===== src/rtl/mhc_pkg.sv =====
package mhc_pkg;
  typedef enum logic [1:0] {
    OPC_NONE   = 2'b00,
    OPC_LOAD   = 2'b01,
    OPC_STORE  = 2'b10,
    OPC_ATOMIC = 2'b11
  } op_class_e;

  localparam int SEL_W = 3;

  typedef enum logic [SEL_W-1:0] {
    ASEL_ALU  = 3'b001,
    ASEL_CUR  = 3'b010,
    ASEL_MISS = 3'b100
  } addr_sel_e;
endpackage


===== src/rtl/mhc_data_flag.sv =====
module mhc_data_flag (
  input  logic clk,
  input  logic rst,
  input  logic miss_hold,
  input  logic data_strobe,
  output logic data_seen
);
  logic flag_q;

  // Free-running: updated every clock, no stall enable.
  always_ff @(posedge clk) begin
    if (rst) flag_q <= 1'b0;
    else     flag_q <= miss_hold & (data_strobe | flag_q);
  end

  assign data_seen = flag_q;

  p_reset_clears_r1: assert property (@(posedge clk) rst |=> !data_seen);
  p_set_after_strobe_r2: assert property (@(posedge clk) disable iff (rst)
    (miss_hold && data_strobe) |=> data_seen);
  p_clear_after_hold_r2: assert property (@(posedge clk) disable iff (rst)
    !miss_hold |=> !data_seen);
endmodule


===== src/rtl/mhc_stall_logic.sv =====
module mhc_stall_logic
  import mhc_pkg::*;
(
  input  logic      miss_hold,
  input  logic      data_strobe,
  input  logic      data_seen,
  input  logic      ext_hold,
  input  op_class_e r_class,
  input  op_class_e w_class,
  output logic      stall,
  output logic      load_capture
);
  logic wait_data;
  logic w_is_mem;
  logic r_is_atomic;
  logic miss_stall;

  always_comb begin
    wait_data    = !data_seen;
    w_is_mem     = (w_class != OPC_NONE);
    r_is_atomic  = (r_class == OPC_ATOMIC);
    miss_stall   = miss_hold & (wait_data | w_is_mem | r_is_atomic);
    stall        = ext_hold | miss_stall;
    load_capture = miss_hold & data_strobe;
  end
endmodule


===== src/rtl/mhc_addr_path.sv =====
module mhc_addr_path
  import mhc_pkg::*;
#(
  parameter int ADDR_W = 32
) (
  input  logic              miss_hold,
  input  logic              hold_last,
  input  logic              stall,
  input  logic              ext_hold,
  input  logic [ADDR_W-1:0] alu_addr,
  input  logic [ADDR_W-1:0] cur_addr,
  input  logic [ADDR_W-1:0] miss_addr,
  input  logic [ADDR_W-1:0] w_addr,
  output addr_sel_e         sel,
  output logic [ADDR_W-1:0] e_addr,
  output logic [ADDR_W-1:0] cache_addr
);
  logic replay;

  always_comb begin
    if (miss_hold && !hold_last) sel = ASEL_MISS;
    else if (stall)              sel = ASEL_CUR;
    else                         sel = ASEL_ALU;
  end

  assign replay = ext_hold & ~miss_hold;
  assign e_addr = replay ? w_addr : alu_addr;

  // One-hot AND-OR mux, one slice per address bit.
  for (genvar b = 0; b < ADDR_W; b++) begin : g_bit
    assign cache_addr[b] = (sel[0] & e_addr[b])
                         | (sel[1] & cur_addr[b])
                         | (sel[2] & miss_addr[b]);
  end
endmodule


===== src/rtl/dcache_miss_hold_ctrl.sv =====
module dcache_miss_hold_ctrl
  import mhc_pkg::*;
#(
  parameter int ADDR_W = 32
) (
  input  logic              clk,
  input  logic              rst,
  input  logic              miss_hold,
  input  logic              data_strobe,
  input  logic              hold_last,
  input  logic              ext_hold,
  input  logic [1:0]        r_class,
  input  logic [1:0]        w_class,
  input  logic [ADDR_W-1:0] alu_addr,
  input  logic [ADDR_W-1:0] cur_addr,
  input  logic [ADDR_W-1:0] miss_addr,
  input  logic [ADDR_W-1:0] w_addr,
  output logic              stall,
  output logic              load_capture,
  output logic              data_seen,
  output logic [2:0]        addr_sel,
  output logic [ADDR_W-1:0] e_addr,
  output logic [ADDR_W-1:0] cache_addr
);
  addr_sel_e sel_e;

  mhc_data_flag u_flag (
    .clk         (clk),
    .rst         (rst),
    .miss_hold   (miss_hold),
    .data_strobe (data_strobe),
    .data_seen   (data_seen)
  );

  mhc_stall_logic u_stall (
    .miss_hold    (miss_hold),
    .data_strobe  (data_strobe),
    .data_seen    (data_seen),
    .ext_hold     (ext_hold),
    .r_class      (op_class_e'(r_class)),
    .w_class      (op_class_e'(w_class)),
    .stall        (stall),
    .load_capture (load_capture)
  );

  mhc_addr_path #(.ADDR_W(ADDR_W)) u_addr (
    .miss_hold  (miss_hold),
    .hold_last  (hold_last),
    .stall      (stall),
    .ext_hold   (ext_hold),
    .alu_addr   (alu_addr),
    .cur_addr   (cur_addr),
    .miss_addr  (miss_addr),
    .w_addr     (w_addr),
    .sel        (sel_e),
    .e_addr     (e_addr),
    .cache_addr (cache_addr)
  );

  assign addr_sel = sel_e;

  p_sel_onehot_r10: assert property (@(posedge clk) disable iff (rst)
    $countones(addr_sel) == 1);
  p_wmem_stalls_r6: assert property (@(posedge clk) disable iff (rst)
    (miss_hold && w_class != 2'b00) |-> stall);
  p_atomic_stalls_r7: assert property (@(posedge clk) disable iff (rst)
    (miss_hold && r_class == 2'b11) |-> stall);
  p_miss_addr_r9: assert property (@(posedge clk) disable iff (rst)
    (miss_hold && !hold_last) |-> addr_sel == 3'b100);
  p_release_r5: assert property (@(posedge clk) disable iff (rst)
    (miss_hold && data_seen && w_class == 2'b00 && r_class != 2'b11 && !ext_hold)
      |-> !stall);
  p_ext_stall_r8: assert property (@(posedge clk) disable iff (rst)
    ext_hold |-> stall);
endmodule


===== config.mk =====
export PLATFORM = sky130hd
export DESIGN_NAME = dcache_miss_hold_ctrl
export DESIGN_NICKNAME = d
export VERILOG_FILES = /design/src/rtl/mhc_pkg.sv /design/src/rtl/mhc_data_flag.sv /design/src/rtl/mhc_stall_logic.sv /design/src/rtl/mhc_addr_path.sv /design/src/rtl/dcache_miss_hold_ctrl.sv
export SDC_FILE = /design/constraint.sdc
export NUM_CORES = 1
export LEC_CHECK = 0
export ABC_AREA = 1
export BUFFER_PORTS_ARGS = -buffer_cell sky130_fd_sc_hd__buf_2
export CORE_AREA = 2 2 81 83
export CTS_CLUSTER_SIZE = 14
export DETAILED_ROUTE_END_ITERATION = 10
export DIE_AREA = 0 0 83 85
export HOLD_SLACK_MARGIN = 0.05
export PLACE_DENSITY_LB_ADDON = 0.25
export SYNTH_ARGS = -nofsm -noshare
export SYNTH_HDL_FRONTEND = slang
export SYNTH_SLANG_ARGS = --single-unit

===== constraint.sdc =====
create_clock -name clk -period 1.39 [get_ports clk]
set_input_delay 0.0695 -clock clk [delete_from_list [all_inputs] [get_ports clk]]
set_output_delay 0.0695 -clock clk [all_outputs]
set_load 0.005 [all_outputs]

==> flow_metrics.tcl, run 1 <==
set metrics [dict create \
    final_cell_area_um2 2430 \
    syn_area_um2 1280 \
    initial_core_util_pct 20.7 \
    r2r_setup_slack_ns 0.81 \
    worstSetupStartpointType "flip-flop" \
    crit_fanout 15 \
    synth_common_cells "nand2_1 (101), nand3_1 (97), nand4_1 (32)" \
    routed_wl_um 7100 \
    portBuffers 207 \
    drive_above_1_share_pct 48.5 \
    post-route-min-period_ns 1.23 \
    grt_max_degree 37 \
    grt_use_total_pct 18.6 \
    gp_congestion 0.930 \
    grt_pass1_wl_um 11300 \
    synth_most_common_cell "nand2_1" \
    first_global_vias 2443 \
    fp.dieH_um 85 \
    die_w_um 83 \
    setup-violations-final 0 \
    r2r_cells 2 \
    cts_resized 0 \
    r2r-start "u_flag.data_seen$_SDFF_PP0_" \
    arrival_ns 1.16 \
    worstHoldPathCells 2 \
    powerDensity_nw_per_um2 350 \
    rsz0062_at_grt "no" \
    maxCapViolCount 0 \
    syn_to_final_growth_pct 89.3 \
    clk_latency_ns 0 \
    viasPerCell 4.92 \
    yosysTopAreaCellShare_pct 37.8 \
    wire_per_inst_um 13.1 \
    cp.required_ns 1.32 \
    drc 0 \
    yosys-top-cells-area "nand3_1 (38%), nand2_1 (30%), nand4_1 (16%)" \
    largest_reg_flops 1 \
    netlist_instances 270 \
    placed_area_um2 2430 \
    yosys_most_used_dff "dfxtp_1" \
    diodes 0 \
    clk_pin_slew_ns 0 \
    vdd_drop_max_v 0.000157 \
    stdcell_count 541 \
    antenna_found_initial 0 \
    synth_cell_types 15 \
    final_max_slew_viol_count 0 \
    yosysWarnings 0 \
    fin_crit_sh_pct 88.3 \
    fin_nets 604 \
    worstMarginPinSlew_ns 0.356 \
    p_leak_nw 1.51 \
    pin_count 208 \
    cts_hold_buf 0 \
    hold_slack_ns 0.236 \
    grt_overflow 0 \
    async_flop_share_pct 0 \
    power_w 0.000851 \
    ys_ff_latch 1 \
    tns_ns 0 \
    min-delay-start "rst" \
    num_rows 29 \
    end_kind "primary output" \
    clock_skew_ns 0 \
    drtIter0Drc 114 \
    drt_pass1_iterations 4 \
    ant_nets 0 \
    yosysTopAreaCell "nand3_1" \
    core_um2 6200 \
    seq_area_frac_synth_pct 1.56 \
    syn_area_per_cell_um2 4.75 \
    synth_edf_count 0 \
    dp.cells 541 \
    holdPathEnd "u_flag.data_seen$_SDFF_PP0_" \
    status "completed" \
    vias 2661 \
    slew_headroom_pct 76.2 \
    hold_path_class "in -> reg" \
    dpl.hpwl_um 5780 \
    die_area_um2 7060 \
    cts_setup_buffers 0 \
    max_freq_mhz 814 \
    hold_violations 0 \
    synthesis.nets 408 \
    r2r_end "u_flag.data_seen$_SDFF_PP0_" \
    critPathKind "reg -> out" \
]
-- per-stage QoR --
| stage | setup slack (ns) | util, % |
|---|---|---|
| after floorplan | 0.271 | - |
| after CTS | 0.136 | 39.2 |
| after global placement | 0.163 | 39.2 |
| after detailed placement | 0.143 | 39.2 |
| after global routing | 0.0259 | 39.2 |
| final | 0.162 | 39.2 |
-- cell families after synthesis --
group           Yosys count  synth area share, %
buf+inv                  33                 13.4
compound gates            1                0.389
simple gates            235                 84.7
flops                     1                 1.56
-- area by class of cell --
class                           instances  area, um^2
Timing Repair Buffer                  223        1210
Multi-Input combinational cell        236        1090
Sequential cell                         1        20.0
Inverter                                4        15.0
Fill cell                             703        3770
Tap cell                               77        96.3
-- cells in the final DEF (no fill, tap or decap), drive strengths merged --
cell    synthesis  final
a21oi           1      1
buf            18    223
clkinv          2      2
dfxtp           1      1
inv             2      2
nand2         101    101
nand3          97     97
nand4          32     32
nor2            3      3
nor3            1      1
or2             1      1
-- where the power goes --
| part | internal (W) | total [W] | switching [W] | leakage [nW] |
|---|---|---|---|---|
| Sequential | 0.0000307 | 0.0000317 | 0.00000100 | 0.00823 |
| Combinational | 0.000405 | 0.000819 | 0.000414 | 1.50 |
| Clock | 0 | 0 | 0 | 0 |
| Total | 0.000436 | 0.000851 | 0.000415 | 1.51 |
-- critical path, stage by stage, from the launching register on --
cell and delay [ns]:
dfxtp_1 0.33, nand3_1 0.08, nand2_1 0.13, nand2_1 0.12, buf_4 0.21, nand3_1 0.08, nand3_1 0.07, buf_2 0.13
-- worst max path at each step --
stage	from	end	depth (start not counted)	slack, ns
2_1_floorplan	u_flag.data_seen$_SDFF_PP0_	cache_addr[0]	5	0.27
3_3_place_gp	u_flag.data_seen$_SDFF_PP0_	cache_addr[12]	7	0.16
3_5_place_dp	u_flag.data_seen$_SDFF_PP0_	cache_addr[15]	7	0.14
4_1_cts	u_flag.data_seen$_SDFF_PP0_	cache_addr[15]	7	0.14
5_1_grt	u_flag.data_seen$_SDFF_PP0_	cache_addr[9]	7	0.03
6_report	u_flag.data_seen$_SDFF_PP0_	cache_addr[15]	7	0.16
-- routing by layer --
metal / wire [um] / GRT usage (%) / up-vias
met5: 0 / 0 / -
met3: 500 / 1.46 / 10
li1: - / - / 1335
met1: 2880 / 22.9 / 1185
met4: 80 / 2.24 / 0
met2: 3630 / 36.2 / 131
Note: power is estimated with default switching activity, not from simulation.
==> inputs of run 2 (changes only) <==
- CORE_AREA: 2 2 81 83 -> 2 2 80 82
- DIE_AREA: 0 0 83 85 -> 0 0 82 84
- SETUP_SLACK_MARGIN: not set -> 0.5
- clock period: 1.39 -> 1.01 ns (I/O delays scaled with it)
==> flow_metrics.tcl, run 2 (synthesized netlist as in run 1, its figures left out) <==
set metrics [dict create \
    hold_path_class "in -> reg" \
    diodes 0 \
    hold_violations 0 \
    p_sw_share_pct 47.2 \
    crit_fanout 8 \
    die_w_um 82 \
    post-route-min-period_ns 1.15 \
    ant_nets 0 \
    drtIter0Drc 69 \
    layout.cells.most_common "buf_2" \
    fp.dieH_um 84 \
    violations "setup timing" \
    tns_ns -3.53 \
    largest_reg_flops 1 \
    grt_overflow 0 \
    pin_count 208 \
    worstHoldPathCells 2 \
    setup_ws_ns -0.137 \
    seqPwrFrac_pct 2.2 \
    num-fill-cells 565 \
    vias 2919 \
    drive_above_1_share_pct 75.5 \
    worstSetupStartpointType "flip-flop" \
    cts_hold_buf 0 \
    clkPwrFrac_pct 0 \
    worstMarginPinSlew_ns 0.270 \
    drt_pass1_iterations 4 \
    grt_pass1_wl_um 13500 \
    gp_congestion 0.829 \
    portBuffers 207 \
    wire_per_inst_um 17.2 \
    first_global_vias 2771 \
    p_leak_nw 2.03 \
    clock_skew_ns 0 \
    vdd_drop_max_v 0.000244 \
    maxCapViolCount 0 \
    routed_wl_um 9800 \
    switchingPower_w 0.000922 \
    rsz0062_at_grt "yes" \
    status "complete, but fails checks" \
    grt_max_degree 36 \
    syn_to_final_growth_pct 207 \
    arrival_ns 1.10 \
    max_freq_mhz 872 \
    antenna_found_initial 0 \
    viasPerCell 5.11 \
    setup-violations-final 35 \
    cp.required_ns 0.96 \
    final_cell_mix "buf_2 (180), nand2_1 (57), nand3_2 (45)" \
    p_int_w 0.00103 \
    r2r_cells 5 \
    die_area_um2 6890 \
    powerDensity_nw_per_um2 495 \
    clk_latency_ns 0 \
    final_max_slew_viol_count 0 \
    fin_nets 634 \
    grt_use_total_pct 24.7 \
    pwr-share-comb_pct 97.8 \
    dpl.hpwl_um 5650 \
    drc 0 \
    fin_crit_sh_pct 114 \
    slew_headroom_pct 82.0 \
    critPathKind "reg -> out" \
    end_kind "primary output" \
    initial_core_util_pct 21.1 \
    hold_slack_ns 0.216 \
    clk_pin_slew_ns 0 \
    core_um2 6100 \
    num_rows 29 \
]
[run 2: cell count changes in the layout (fill, tap and decap cells not counted), sizes merged]
cell / before / now
buf: 223 / 246
clkbuf: 0 / 1
clkinv: 2 / 3
nand2: 101 / 106
[run 2: critical path: stages, from the launching register on]
cell     delay, ns
dfxtp_2       0.31
nand3_2       0.08
nand2_4       0.13
buf_12        0.18
nand2_8       0.10
nand3_2       0.09
nand3_2       0.08
buf_6         0.12
[run 2: power groups by stage]
stage	clock network [W]	logic (W)	registers, W
final	0	0.00191	0.0000439
after global routing	0	0.00205	0.0000441
after CTS	0	0.00166	0.0000438
after detailed placement	0	0.00122	0.0000440
after global placement	0	0.00121	0.0000437
after floorplan	0	0.000584	0.0000444
[run 2: area by class of cell]
| class | count | area, um^2 | share of cell area, % |
|---|---|---|---|
| flip-flops and latches | 1 | 21.3 | 0.539 |
| repair buffers | 247 | 1870 | 47.3 |
| multi-input cells | 241 | 1900 | 48.1 |
| inverters | 4 | 45.0 | 1.14 |
| well taps | 77 | 96.3 | 2.44 |
| repair inverters | 1 | 16.3 | 0.412 |
[run 2: path summary, 6_finish.rpt]
path,start,to,slack [ns]
setup / recovery,u_flag.data_seen$_SDFF_PP0_,cache_addr[17],-0.14
hold / removal,rst,u_flag.data_seen$_SDFF_PP0_,0.22
setup reg to reg,u_flag.data_seen$_SDFF_PP0_,u_flag.data_seen$_SDFF_PP0_,0.14
hold reg to reg,u_flag.data_seen$_SDFF_PP0_,u_flag.data_seen$_SDFF_PP0_,0.75
[run 2: what timing repair did]
item,in CTS,in global routing
pin swaps,44,35
cloned,9,4
setup endpoints to repair,71,71
buffers inserted,5,3
resized for setup,138,78
[run 2: per-layer routing]
layer | global-route usage [%] | vias to the layer above | share of wire (%)
li1 | - | 1416 | -
met1 | 28.5 | 1374 | 38
met2 | 49.2 | 119 | 55
met3 | 2.16 | 10 | 6.2
met4 | 1.97 | 0 | 0.90
met5 | 0 | - | 0
[run 2: through the flow]
step / util, % / cells / instance area, um^2 / total power, W / setup WS [ns]
global placement: 42.8 / 550 / 2610 / 0.00126 / -0.142
global route: 64.7 / 571 / 3950 / 0.00209 / -0.185
CTS: 56.6 / 564 / 3450 / 0.00170 / -0.0886
finish: 64.7 / 571 / 3950 / 0.00195 / -0.137
detailed placement: 42.8 / 550 / 2610 / 0.00126 / -0.152
floorplan: - / 270 / 1470 / 0.000629 / 0.0784
